## src/rtl/osc_ctrl_pkg.sv

```systemverilog
package osc_ctrl_pkg;

  localparam int unsigned DATA_W = 8;

  typedef enum logic [1:0] {
    LK_IDLE = 2'd0,
    LK_HALF = 2'd1,
    LK_OPEN = 2'd2
  } unlock_e;

  typedef struct packed {
    logic       int_en;
    logic       xtal_en;
    logic       wdt_en;
    logic       pri_mon_en;
    logic       wdt_mon_en;
    logic       flash_pd;
    logic [1:0] clk_src;
  } osc_fields_t;

  function automatic osc_fields_t reset_fields(input logic opt_n);
    osc_fields_t f;
    f            = '0;
    f.int_en     = 1'b1;
    f.wdt_en     = 1'b1;
    f.flash_pd   = ~opt_n;
    return f;
  endfunction

endpackage

```

## src/rtl/osc_addr_match.sv

```systemverilog
module osc_addr_match #(
  parameter int unsigned ADDR_W   = 12,
  parameter logic [ADDR_W-1:0] REG_ADDR = 12'hF86
) (
  input  logic [ADDR_W-1:0] addr,
  input  logic              wr,
  output logic              hit,
  output logic              wr_hit
);
  always_comb begin
    hit    = (addr == REG_ADDR);
    wr_hit = hit && wr;
  end
endmodule

```

## src/rtl/osc_unlock_fsm.sv

```systemverilog
module osc_unlock_fsm
  import osc_ctrl_pkg::*;
#(
  parameter logic [DATA_W-1:0] KEY_FIRST  = 8'hE7,
  parameter logic [DATA_W-1:0] KEY_SECOND = 8'h18
) (
  input  logic              clk,
  input  logic              rst_n,
  input  logic              wr_hit,
  input  logic [DATA_W-1:0] wdata,
  output unlock_e           state,
  output logic              commit
);
  unlock_e nxt;

  always_comb begin
    nxt = state;
    if (wr_hit) begin
      case (state)
        LK_IDLE: nxt = (wdata == KEY_FIRST)  ? LK_HALF : LK_IDLE;
        LK_HALF: nxt = (wdata == KEY_SECOND) ? LK_OPEN : LK_IDLE;
        default: nxt = LK_IDLE;
      endcase
    end
  end

  always_comb commit = wr_hit && (state == LK_OPEN);

  always_ff @(posedge clk) begin
    if (!rst_n) state <= LK_IDLE;
    else        state <= nxt;
  end
endmodule

```

## src/rtl/osc_field_store.sv

```systemverilog
module osc_field_store
  import osc_ctrl_pkg::*;
(
  input  logic              clk,
  input  logic              rst_n,
  input  logic              opt_n,
  input  logic              commit,
  input  logic [DATA_W-1:0] wdata,
  output osc_fields_t       q
);
  always_ff @(posedge clk) begin
    if (!rst_n)      q <= reset_fields(opt_n);
    else if (commit) q <= osc_fields_t'(wdata);
  end
endmodule

```

## src/rtl/osc_ctrl_reg.sv

```systemverilog
module osc_ctrl_reg
  import osc_ctrl_pkg::*;
#(
  parameter int unsigned       ADDR_W     = 12,
  parameter logic [ADDR_W-1:0] REG_ADDR   = 12'hF86,
  parameter logic [7:0]        KEY_FIRST  = 8'hE7,
  parameter logic [7:0]        KEY_SECOND = 8'h18
) (
  input  logic              clk,
  input  logic              rst_n,
  input  logic              opt_fpd_n,
  input  logic [ADDR_W-1:0] bus_addr,
  input  logic              bus_wr,
  input  logic [7:0]        bus_wdata,
  output logic [7:0]        bus_rdata,
  output logic              int_osc_en,
  output logic              xtal_osc_en,
  output logic              wdt_osc_en,
  output logic              pri_fail_det_en,
  output logic              wdt_fail_det_en,
  output logic              flash_pd,
  output logic [1:0]        sysclk_sel
);
  logic        hit;
  logic        wr_hit;
  logic        commit;
  unlock_e     lock_state;
  osc_fields_t reg_q;

  osc_addr_match #(.ADDR_W(ADDR_W), .REG_ADDR(REG_ADDR)) dec_i (
    .addr   (bus_addr),
    .wr     (bus_wr),
    .hit    (hit),
    .wr_hit (wr_hit)
  );

  osc_unlock_fsm #(.KEY_FIRST(KEY_FIRST), .KEY_SECOND(KEY_SECOND)) fsm_i (
    .clk    (clk),
    .rst_n  (rst_n),
    .wr_hit (wr_hit),
    .wdata  (bus_wdata),
    .state  (lock_state),
    .commit (commit)
  );

  osc_field_store store_i (
    .clk    (clk),
    .rst_n  (rst_n),
    .opt_n  (opt_fpd_n),
    .commit (commit),
    .wdata  (bus_wdata),
    .q      (reg_q)
  );

  always_comb begin
    bus_rdata       = hit ? reg_q : 8'h00;
    int_osc_en      = reg_q.int_en;
    xtal_osc_en     = reg_q.xtal_en;
    wdt_osc_en      = reg_q.wdt_en;
    pri_fail_det_en = reg_q.pri_mon_en;
    wdt_fail_det_en = reg_q.wdt_mon_en;
    flash_pd        = reg_q.flash_pd;
    sysclk_sel      = reg_q.clk_src;
  end
endmodule

```

## config.mk

```make
export PLATFORM = sky130hd
export DESIGN_NAME = osc_ctrl_reg
export DESIGN_NICKNAME = d
export VERILOG_FILES = /design/src/rtl/osc_ctrl_pkg.sv /design/src/rtl/osc_addr_match.sv /design/src/rtl/osc_unlock_fsm.sv /design/src/rtl/osc_field_store.sv /design/src/rtl/osc_ctrl_reg.sv
export SDC_FILE = /design/constraint.sdc
export NUM_CORES = 1
export LEC_CHECK = 0
export BUFFER_PORTS_ARGS = -buffer_cell sky130_fd_sc_hd__buf_4
export CAP_MARGIN = 0
export CELL_PAD_IN_SITES_DETAIL_PLACEMENT = 1
export CELL_PAD_IN_SITES_GLOBAL_PLACEMENT = 2
export CORE_ASPECT_RATIO = 0.9
export CORE_MARGIN = 2
export CORE_UTILIZATION = 21
export CTS_CLUSTER_SIZE = 14
export DETAILED_ROUTE_END_ITERATION = 10
export PLACE_DENSITY_LB_ADDON = 0.1
export SYNTH_ARGS = -nofsm -noshare
export SYNTH_HDL_FRONTEND = slang
export SYNTH_HIERARCHICAL = 1
export SYNTH_SLANG_ARGS = --single-unit
```

## constraint.sdc

```tcl
create_clock -name clk -period 1.7 [get_ports clk]
set_input_delay 0 -clock clk [delete_from_list [all_inputs] [get_ports clk]]
set_output_delay 0 -clock clk [all_outputs]
set_load 0.02 [all_outputs]
```

# Word-level counts from Yosys, hierarchy flattened

Cells that the tools add are included.

Reductions and logical operators: 3
Mux-type cells: 6
Bitwise operators: 1
Equal/unequal tests: 6

Operators with widths:

| cell                                                                    | count |
|---|---|
| 12-bit equality test, second input constant                             | 1 |
| 8-bit by 5-bit equality test with 1-bit output, second input constant   | 1 |
| 8-bit equality test, second input constant                              | 1 |
| 8-bit 2-to-1 mux                                                        | 1 |
| 3-bit 2-to-1 mux                                                        | 2 |
| 2-bit one-hot mux with 2 select lines                                   | 1 |
| 2-bit by 1-bit equality test with 1-bit output, second input constant   | 1 |
| 2-bit equality test, second input constant                              | 1 |
| 1-bit logical AND                                                       | 2 |
| 2-bit logical NOT                                                       | 1 |
| 2-bit 2-to-1 mux                                                        | 1 |
| 2-bit by 1-bit inequality test with 1-bit output, second input constant | 1 |
| 1-bit 2-to-1 mux                                                        | 1 |
| 1-bit inverter                                                          | 1 |

Output and inout bits: 16
Bits of input ports: 24
Bits in registers: 10
Word-level logic and storage cells: 24

# Longest topological paths before layout

Gate-level depths: netlist (run 1).

Word-level depth: 5
Mapped depth: 7
Gate-level depth less buffers: 6

# By module

Netlist (run 1), hierarchy kept.

By module, submodules not included:

| module          | cells an instance | area each (µm²) | instances |
|---|---|---|---|
| osc_field_store | 27                | 311.5           | 1 |
| osc_unlock_fsm  | 14                | 143.9           | 1 |
| osc_addr_match  | 6                 | 67.6            | 1 |
| osc_ctrl_reg    | 8                 | 50.0            | 1 |

# Worst setup path before layout (run 1)

Ideal clock, no wire load.

Kind: input -> register
Start: input port bus_addr[6]
End: register store_i/q[2] in the netlist's numbering (enable)
Path buffers: 1
Library setup time: 293 ps
Path slack: 438 ps
Arrival time: 970 ps
Stages on the path: 6
Path through: nand4bb_1 -> nor4_2 -> nand2_1 -> nor2_1 -> buf_6 -> nand2b_1

Longest elaborated chain between the ends: 4

RTL lines:

| what                                                              | line                  | source |
|---|---|---|
| start: declaration                                                | osc_ctrl_reg.sv:12    | `input logic [ADDR_W-1:0] bus_addr,` |
| 12-bit equality test                                              | osc_addr_match.sv:11  | `hit = (addr == REG_ADDR);` |
| 1-bit logical AND                                                 | osc_addr_match.sv:12  | `wr_hit = hit && wr;` |
| via wr_hit                                                        | osc_ctrl_reg.sv:25    | `logic wr_hit;` |
| 1-bit logical AND                                                 | osc_unlock_fsm.sv:27  | `always_comb commit = wr_hit && (state == LK_OPEN);` |
| via commit                                                        | osc_ctrl_reg.sv:26    | `logic commit;` |
| 2-bit by 1-bit inequality test with 1-bit output (no source line) | --                    |  |
| end signal: assignment                                            | osc_field_store.sv:12 | `if (!rst_n) q <= reset_fields(opt_n);` |
| end signal: assignment                                            | osc_field_store.sv:13 | `else if (commit) q <= osc_fields_t'(wdata);` |
| end: declaration                                                  | osc_field_store.sv:9  | `output osc_fields_t q` |

The timed path passes the listed nets, and every way through them passes these cells.
A chain may end at the register's enable or synchronous reset.

# Worst setup path after layout (run 1)

Same ends and word-level chain as after synthesis.

==> results_dict.tcl, run 1 <==
set metrics [dict create \
    synthSimpleGateAreaFrac 0.428 \
    crit_family "simple AND/OR/NAND/NOR gates" \
    synth_compound_area_frac 0.0480 \
    synth_xor_area_frac 0 \
    ant_nets 0 \
    worstPathMaxFanout 5 \
    leakagePower_uw 0.000435 \
    die-area_sq_mm 0.00316 \
    synth.area.top_cells "dfxtp_1 31%, mux2i_1 12%, and2_1 8.7%, nor2b_1 6.6%, edfxtp_1 5.2%" \
    multiInputGateArea_sq_um 343 \
    synth_edf_count 1 \
    wirelength_mm 1.70 \
    setup-tns-final_ns 0 \
    hp-class "in -> reg" \
    rsz0062_at_grt "false" \
    cts_setup_buffers 0 \
    cp.required_ns 1.69 \
    grt_pass1_vias 593 \
    max_freq_mhz 820 \
    io_pins 40 \
    total_power_uw 538 \
    skew_ns 0.00621 \
    cp.arrival_ns 1.21 \
    cts.clk_slew.worst_paths_ns 0.07 \
    peakVddDrop_mv 0.354 \
    die_h_um 53.6 \
    cts_buffers 3 \
    worstSkewPairLatency_ns 0.27 \
    synth_mux_area_frac 0.122 \
    vias 601 \
    synth_top_cell_area_share 0.314 \
    slew_headroom 0.735 \
    drv_cap 0 \
    status "finished, final reports clean" \
    synthAdderAreaFrac 0 \
    nets 129 \
    worstSetupEndpointType "register" \
    area_growth_pct 73.4 \
    timing.final.hold_violations 0 \
    synth_top_family_by_area "simple AND/OR/NAND/NOR gates" \
    synth_ff_type "dfxtp_1" \
    min_period_ns 1.22 \
    avgSynthCellArea_sq_um 10.4 \
    overflow 0 \
    seq_area_sq_um 210 \
    portBuffers 39 \
    antenna_found_initial 0 \
    num_rows 17 \
    cts_buffer_depth 2 \
    start_util 0.226 \
    dr.pass1.iters 3 \
    grt_max_degree 15 \
    timing.final.crit_share 0.718 \
    yosys_warnings 6 \
    path_cells "buf_4 > nand4bb_1 > nor4_2 > nand2_1 > nor2_1 > buf_4 > nand2b_1" \
    cp_slowest_cell "nor4_2" \
    ys_types 25 \
    synth_cells 55 \
    hpwl_mm 1.30 \
    wl_per_cell_um 12.9 \
    ys_ff_latch 10 \
    gp_congestion 0.761 \
    cts_tree "yes" \
    cts_max_level 1 \
    yosys.area.top_type "dfxtp_1" \
    powerDensity_mw_per_mm2 542 \
    syn_nets 79 \
    worst_pin_slew_ns 0.395 \
    die_width_um 59.1 \
    worstSetupStartpointType "primary input" \
    final_max_slew_viol_count 0 \
    grt_first_pass_wirelength_mm 2.85 \
    drc 0 \
    drtIter0Drc 6 \
    final_cell_mix "42 x buf_4, 9 x dfxtp_1, 8 x and2_1, 7 x mux2i_1, 6 x nor2b_1" \
    fillers 307 \
    worst-setup-path-type "in -> reg" \
    cts_sinks 10 \
    yosysSeqAreaShare 0.367 \
    finalSetupViolCount 0 \
    cts-root-buf "clkbuf_4" \
    crit_path_frequent_cell "buf_4" \
    critical_path.max_stage_delay_ns 0.39 \
    via_per_inst 4.55 \
    synth.cell_area_sq_um 573 \
    final_common_cell "buf_4" \
    coreArea_sq_mm 0.00253 \
    grt_usage 0.126 \
    async_flop_share 0 \
    post-route-util 0.392 \
    antenna_cells 0 \
    path_buf_inv 2 \
    layout-drive-gt1-share 0.471 \
]
## sequential cells by signal, summed over array words and instances, names as in the netlist
register,cells
fsm_i/state,2
store_i/q,8
## routing by layer
| metal | up-vias | track usage | share of wire |
|---|---|---|---|
| met4 | 0 | 0.0227 | 0 |
| met1 | 282 | 0.147 | 0.41 |
| met2 | 22 | 0.215 | 0.50 |
| met5 | - | 0 | 0 |
| met3 | 0 | 0.0601 | 0.087 |
| li1 | 297 | - | - |
## worst register-to-register path, cell delays in order, from the launching register on
cell and delay (ns):
dfxtp_1 0.34, or4bb_1 0.52, o31ai_2 0.21
## synthesized netlist by cell type, types with 2 or more instances
| cell | n |
|---|---|
| and2_1 | 8 |
| nand2_1 | 3 |
| dfxtp_1 | 9 |
| or4bb_1 | 2 |
| mux2i_1 | 7 |
| nand4bb_1 | 2 |
| nor2b_1 | 6 |
## cell families after synthesis
kind of cell / count (synthesis)
AO/OA/AOI/OAI: 3
flip-flops: 10
buffers and inverters: 3
multiplexers: 7
AND/OR/NAND/NOR: 32
## report_power, final
group / leakage [uW] / internal (uW) / switching, uW
clock network: 0.0000210 / 130 / 88.9
registers: 0.0000822 / 240 / 0.768
logic: 0.000332 / 52.5 / 25.9
total: 0.000435 / 423 / 116
## timing repair
action,CTS,global route
hold buffers,5,0
gates resized for setup,0,0
endpoints found under the hold margin,4,0
## final timing paths
kind,from,endpoint,slack [ns],depth (start not counted)
setup / recovery,bus_addr[6],store_i/q[2],0.48,7
hold reg to reg,store_i/q[7],store_i/q[7],0.51,2
hold / removal,bus_wdata[1],fsm_i/state[0],0.02,3
setup reg to reg,fsm_i/state[0],fsm_i/state[0],0.55,2
## cell type report
cell class,count,share of cell area
Timing Repair Buffer,47,0.368
Multi-Input combinational cell,42,0.345
Tap cell,28,0.0353
Clock buffer,4,0.0365
Sequential cell,10,0.212
Inverter,1,0.00378
## stage by stage
stage | instance area (sq um) | hold slack, ns | setup slack, ns | cells
after floorplan | 573 | 0.126 | 0.438 | 55
after global placement | 907 | 0.238 | 0.245 | 123
after global routing | 993 | 0.0224 | 0.272 | 132
final | 993 | 0.0200 | 0.480 | 132
after detailed placement | 907 | 0.241 | 0.179 | 123
after CTS | 993 | 0.0145 | 0.459 | 132
No activity file was read; power rests on OpenSTA's default activity.
==> run 2: changes to the inputs <==
--- a/config.mk
+++ b/config.mk
@@ -11,7 +11,7 @@
 export CELL_PAD_IN_SITES_GLOBAL_PLACEMENT = 2
 export CORE_ASPECT_RATIO = 0.9
 export CORE_MARGIN = 2
-export CORE_UTILIZATION = 21
+export CORE_UTILIZATION = 19
 export CTS_CLUSTER_SIZE = 14
 export DETAILED_ROUTE_END_ITERATION = 10
 export PLACE_DENSITY_LB_ADDON = 0.1
==> constraint.sdc (replaced) <==
create_clock -name clk -period 1.1 [get_ports clk]
set_input_delay 0 -clock clk [delete_from_list [all_inputs] [get_ports clk]]
set_output_delay 0 -clock clk [all_outputs]
set_load 0.02 [all_outputs]
==> run 2 against run 1 <==
Against the previous run:
- largest cell class is now multi-input gates
- largest power group unchanged
- critical endpoint is now fsm_i/state[0]
- the flow now finishes with violations (negative setup slack)
- sequential share of layout area fell by 2.6 points
- die area rose by 9.8%
- global-route usage shrank 1.5 points
==> results_dict.tcl, run 2 (synthesized netlist as in run 1, its figures left out) <==
set metrics [dict create \
    worstSetupEndpointType "register" \
    switching_share 0.229 \
    peakVddDrop_mv 0.449 \
    skew_ns 0.00161 \
    final_max_slew_viol_count 0 \
    via_per_inst 4.13 \
    rsz0062_at_grt "true" \
    crit_family "simple AND/OR/NAND/NOR gates" \
    slew_headroom 0.826 \
    largest_register_ffs 8 \
    p_clk_frac 0.403 \
    critical_path.max_stage_delay_ns 0.40 \
    power_frac_comb 0.163 \
    hp-class "in -> reg" \
    cts_sinks 10 \
    min_from "bus_wdata[3]" \
    cts_max_level 1 \
    cp_slowest_cell "or4bb_1" \
    post-route-util 0.404 \
    largest-register "store_i/q" \
    die_h_um 56.1 \
    portBuffers 39 \
    r2r_slack_ns -0.02 \
    layout-drive-gt1-share 0.604 \
    drc 0 \
    route.met3.wl_um 114 \
    die_width_um 61.9 \
    worstPathMaxFanout 2 \
    cts-root-buf "clkbuf_4" \
    path_buf_inv 2 \
    worst-setup-path-type "in -> reg" \
    gp_congestion 0.715 \
    top_layer "met4" \
    num_rows 18 \
    numPlacedInstances 138 \
    nets 131 \
    power_frac_seq 0.433 \
    total_power_uw 858 \
    cp.arrival_ns 1.32 \
    cts_tree "yes" \
    leakagePower_uw 0.000493 \
    wl_per_cell_um 12.8 \
    wl_met2_um 911 \
    reg_top3 "store_i/q x8, fsm_i/state x2" \
    switching_power_uw 197 \
    drtIter0Drc 6 \
    io_pins 40 \
    path_cells "buf_6 > nand4bb_4 > nor4_4 > buf_4 > or4bb_1 > o31ai_2" \
    drv_cap 0 \
    dr.pass1.iters 4 \
    grt_first_pass_wirelength_mm 2.89 \
    worstSetupStartpointType "primary input" \
    coreArea_sq_mm 0.00282 \
    grt_usage 0.112 \
    antenna_found_initial 0 \
    internal_power_uw 661 \
    status "complete, but fails checks" \
    wl_met1_um 834 \
    setup-tns-final_ns -0.0258 \
    cts_buffers 3 \
    violations "negative setup slack" \
    cp.required_ns 1.29 \
    crit_path_start "bus_addr[6]" \
    ant_nets 0 \
    stdcell_count 146 \
    worst_pin_slew_ns 0.258 \
    timing.final.hold_violations 0 \
    antenna_cells 0 \
    grt_max_degree 15 \
    worstSkewPairLatency_ns 0.27 \
    start_util 0.204 \
    finalSetupViolCount 1 \
    timing.rr.start "fsm_i/state[0]" \
    hpwl_mm 1.34 \
    wirelength_mm 1.88 \
    setup_slack_ns -0.0258 \
    cts.clk_slew.worst_paths_ns 0.07 \
    die-area_sq_mm 0.00347 \
    powerDensity_mw_per_mm2 754 \
    max_freq_mhz 888 \
    area_growth_pct 98.5 \
    vias 603 \
    timing.final.crit_share 1.02 \
    final_cell_mix "35 x buf_4, 11 x buf_6, 8 x dfxtp_1, 6 x nor2b_1, 6 x mux2i_1" \
    cts_buffer_depth 2 \
    final_common_cell "buf_4" \
    grt_pass1_vias 625 \
    overflow 0 \
    min_period_ns 1.13 \
]
## run 2: power by group through the flow
stage / Combinational, uW / Sequential, uW / Clock (uW)
after floorplan: 23.2 / 384 / 0
after global placement: 110 / 380 / 0
after detailed placement: 110 / 380 / 0
after CTS: 129 / 372 / 355
after global routing: 151 / 372 / 385
final: 140 / 372 / 346
## run 2: cell type report
cell class                 instances  area, sq um
fill                             321         1680
multi-input combinational         42          419
timing repair buffer              49          417
sequential                        10          211
tap                               40         50.0
clock buffer                       4         36.3
inverter                           1         3.75
## run 2: repair_timing
| action | 4_1_cts | 5_1_grt |
|---|---|---|
| resized for setup | 6 | 18 |
| endpoints found under the setup margin | 14 | 19 |
| endpoints found under the hold margin | 2 | 0 |
| hold buffers | 3 | 0 |
| setup buffers | 1 | 0 |
| pin swaps | 1 | 1 |
## run 2: final timing paths
path,to,cells past startpoint
hold / removal,store_i/q[3],3
hold reg to reg,store_i/q[5],2
setup reg to reg,fsm_i/state[0],2
setup / recovery,fsm_i/state[0],6
## run 2: per-stage QoR
stage | instance area [sq um] | setup slack (ns) | hold slack, ns
2_1_floorplan | 573 | -0.162 | 0.120
3_3_place_gp | 945 | -0.338 | 0.225
3_5_place_dp | 945 | -0.378 | 0.235
4_1_cts | 1060 | -0.0868 | 0.00452
5_1_grt | 1140 | -0.0494 | 0.0195
6_report | 1140 | -0.0258 | 0.00519
## run 2: tightest hold or removal path, stage by stage
cell     delay, ns
buf_4         0.09
mux2i_2       0.06
nor2b_1       0.09
## run 2: metal layers
layer,vias up,global-route usage
li1,305,-
met1,271,0.144
met2,25,0.171
met3,2,0.0512
met4,0,0.0182
met5,-,0
==> run 3: changes to the inputs <==
--- a/config.mk
+++ b/config.mk
@@ -5,13 +5,14 @@
 export SDC_FILE = /design/constraint.sdc
 export NUM_CORES = 1
 export LEC_CHECK = 0
+export ABC_AREA = 1
 export BUFFER_PORTS_ARGS = -buffer_cell sky130_fd_sc_hd__buf_4
 export CAP_MARGIN = 0
 export CELL_PAD_IN_SITES_DETAIL_PLACEMENT = 1
 export CELL_PAD_IN_SITES_GLOBAL_PLACEMENT = 2
 export CORE_ASPECT_RATIO = 0.9
 export CORE_MARGIN = 2
-export CORE_UTILIZATION = 19
+export CORE_UTILIZATION = 17
 export CTS_CLUSTER_SIZE = 14
 export DETAILED_ROUTE_END_ITERATION = 10
 export PLACE_DENSITY_LB_ADDON = 0.1
==> run 3 against run 2 <==
Against the previous run:
- critical endpoint is now store_i/q[2]
- first-iteration DRC count rose to 2.8 times the previous value
- register-to-register slack better by 0.07 ns
- final cell count is 38% higher
- flip-flop and latch count did not move
- synthesized cell count rose by 95%
- sequential share of layout area fell by 0.62 points
- the flow now finishes without violations
- area after synthesis up 12%
==> results_dict.tcl, run 3 <==
set metrics [dict create \
    status "finished, final reports clean" \
    yosysSeqAreaShare 0.329 \
    p_clk_frac 0.469 \
    synth.most_common_cell "nand2_1" \
    worstSkewPairLatency_ns 0.24 \
    yosys-top-cells-count "35 x nand2_1, 27 x inv_1, 14 x nand3_1" \
    cp.required_ns 1.06 \
    grt-busiest-layer "met2" \
    synth_cells 107 \
    met2_usage 0.162 \
    drv_cap 0 \
    antenna_found_initial 0 \
    powerDensity_mw_per_mm2 840 \
    switching_share 0.222 \
    reg_top3 "store_i/q x8, fsm_i/state x2" \
    internal_power_uw 774 \
    peakVddDrop_mv 0.482 \
    grt_first_pass_wirelength_mm 3.29 \
    largest_register_ffs 8 \
    synth_top_cell_area_share 0.282 \
    finalSetupViolCount 0 \
    async_flop_share 0 \
    ys_ff_latch 10 \
    vias 792 \
    grt.met1_usage 0.124 \
    leakagePower_uw 0.000661 \
    cp_slowest_cell "dfxtp_2" \
    io_pins 40 \
    dr.pass1.iters 2 \
    skew_ns 0.00501 \
    die_h_um 62.2 \
    synth.area.top_cells "dfxtp_1 28%, nand2_1 21%, inv_1 16%, nand3_1 11%, edfxtp_1 4.7%" \
    path_buf_inv 2 \
    cts_buffer_depth 2 \
    timing.final.crit_share 0.954 \
    hp-class "in -> reg" \
    overflow 0 \
    yosys.area.top_type "dfxtp_1" \
    cts_tree "yes" \
    worst-setup-path-type "reg -> reg" \
    stdcell_count 202 \
    nets 181 \
    portBuffers 39 \
    setup-tns-final_ns 0 \
    avgSynthCellArea_sq_um 5.98 \
    worstPathMaxFanout 8 \
    ys_types 18 \
    area_growth_pct 85.1 \
    r2r_slack_ns 0.05 \
    synth.cell_area_sq_um 639 \
    slew_headroom 0.872 \
    hpwl_mm 1.61 \
    grt_use_met3 0.0435 \
    start_util 0.175 \
    ant_nets 0 \
    cts_max_level 1 \
    wirelength_mm 1.93 \
    cts-root-buf "clkbuf_8" \
    cts.clk_slew.worst_paths_ns 0.05 \
    crit_family "flip-flops" \
    final_cell_mix "41 x buf_4, 31 x nand2_1, 21 x inv_1, 14 x nand3_1, 7 x dfxtp_1" \
    cts_sinks 10 \
    grt_pass1_vias 758 \
    worstSetupStartpointType "register" \
    via_per_inst 3.92 \
    largest-register "store_i/q" \
    worstSetupEndpointType "register" \
    drtIter0Drc 17 \
    final_max_slew_viol_count 0 \
    grt_usage 0.104 \
    syn_nets 131 \
    numPlacedInstances 194 \
    worst_pin_slew_ns 0.192 \
    coreArea_sq_mm 0.00365 \
    die-area_sq_mm 0.00427 \
    die_width_um 68.6 \
    path_cells "nor3_2 > buf_4 > inv_8 > nand2_4" \
    critical_path.max_stage_delay_ns 0.33 \
    min_period_ns 1.05 \
    power_frac_comb 0.156 \
    layout-drive-gt1-share 0.462 \
    power_frac_seq 0.375 \
    yosys_warnings 6 \
    max_freq_mhz 953 \
    antenna_cells 0 \
    grt_max_degree 18 \
    synth_edf_count 1 \
    cts_buffers 3 \
    gp_congestion 0.662 \
    switching_power_uw 221 \
    cp.arrival_ns 1.01 \
    wl_per_cell_um 9.56 \
    final_common_cell "buf_4" \
    drc 0 \
    num_rows 21 \
    synth_ff_type "dfxtp_1" \
    total_power_uw 995 \
    timing.final.hold_violations 0 \
    post-route-util 0.324 \
]
[run 3: cell types whose count changed after synthesis, sizes merged, moves of 6 or more]
cell,before,now
nand2,3,36
inv,1,29
nand3,1,15
and2,8,0
nor2,1,9
mux2i,7,0
nor2b,6,0
[run 3: path summary, 6_finish.rpt]
kind	startpoint	to	depth (start not counted)
setup / recovery	fsm_i/state[0]	store_i/q[2]	4
hold / removal	bus_wdata[7]	store_i/q[7]	3
setup reg to reg	fsm_i/state[0]	store_i/q[2]	4
hold reg to reg	store_i/q[6]	store_i/q[6]	2
[run 3: power groups by stage]
stage	registers, uW	clock network, uW	logic [uW]
2_1_floorplan	385	0	45.6
3_3_place_gp	381	0	137
3_5_place_dp	381	0	139
4_1_cts	373	483	149
5_1_grt	373	505	172
6_report	373	466	155
[run 3: tightest hold or removal path: stages]
cell and delay (ns):
buf_4 0.10, nand2_1 0.05, nand3_1 0.07
[run 3: logic make-up (layout without fill, tap and decap cells)]
group | count (synthesis) | in the layout | synth area share
DFF | 10 | 10 | 0.329
and+or+nand+nor | 62 | 62 | 0.425
buffers and inverters | 32 | 81 | 0.217
AOI/OAI and AO/OA | 3 | 3 | 0.0293
[run 3: cell type report]
type | count | area (sq um)
flip-flops and latches | 10 | 213
multi-input cells | 65 | 325
inverters | 29 | 141
well taps | 46 | 57.6
clock buffers | 4 | 55.1
fillers | 462 | 2470
repair buffers | 48 | 392
[run 3: timing repair]
| item | in CTS | in global routing |
|---|---|---|
| resized for setup | 0 | 11 |
| endpoints found under the hold margin | 3 | 0 |
| setup endpoints to repair | 0 | 5 |
| buffers inserted | 0 | 1 |
| hold buffers | 3 | 0 |
[run 3: layer usage]
layer / routed length, um / part of all wire / vias to the layer above
li1: - / - / 410
met1: 867 / 0.45 / 363
met2: 936 / 0.48 / 17
met3: 110 / 0.057 / 2
met4: 18 / 0.0093 / 0
met5: 0 / 0 / -
[run 3: metrics by stage]
step	hold WS, ns	cell area [sq um]	setup WS [ns]
2_1_floorplan	0.122	689	-0.00310
3_3_place_gp	0.243	1060	-0.175
3_5_place_dp	0.240	1060	-0.197
4_1_cts	0.00181	1140	0.00408
5_1_grt	0.0143	1180	-0.00211
6_report	0.00501	1180	0.0508
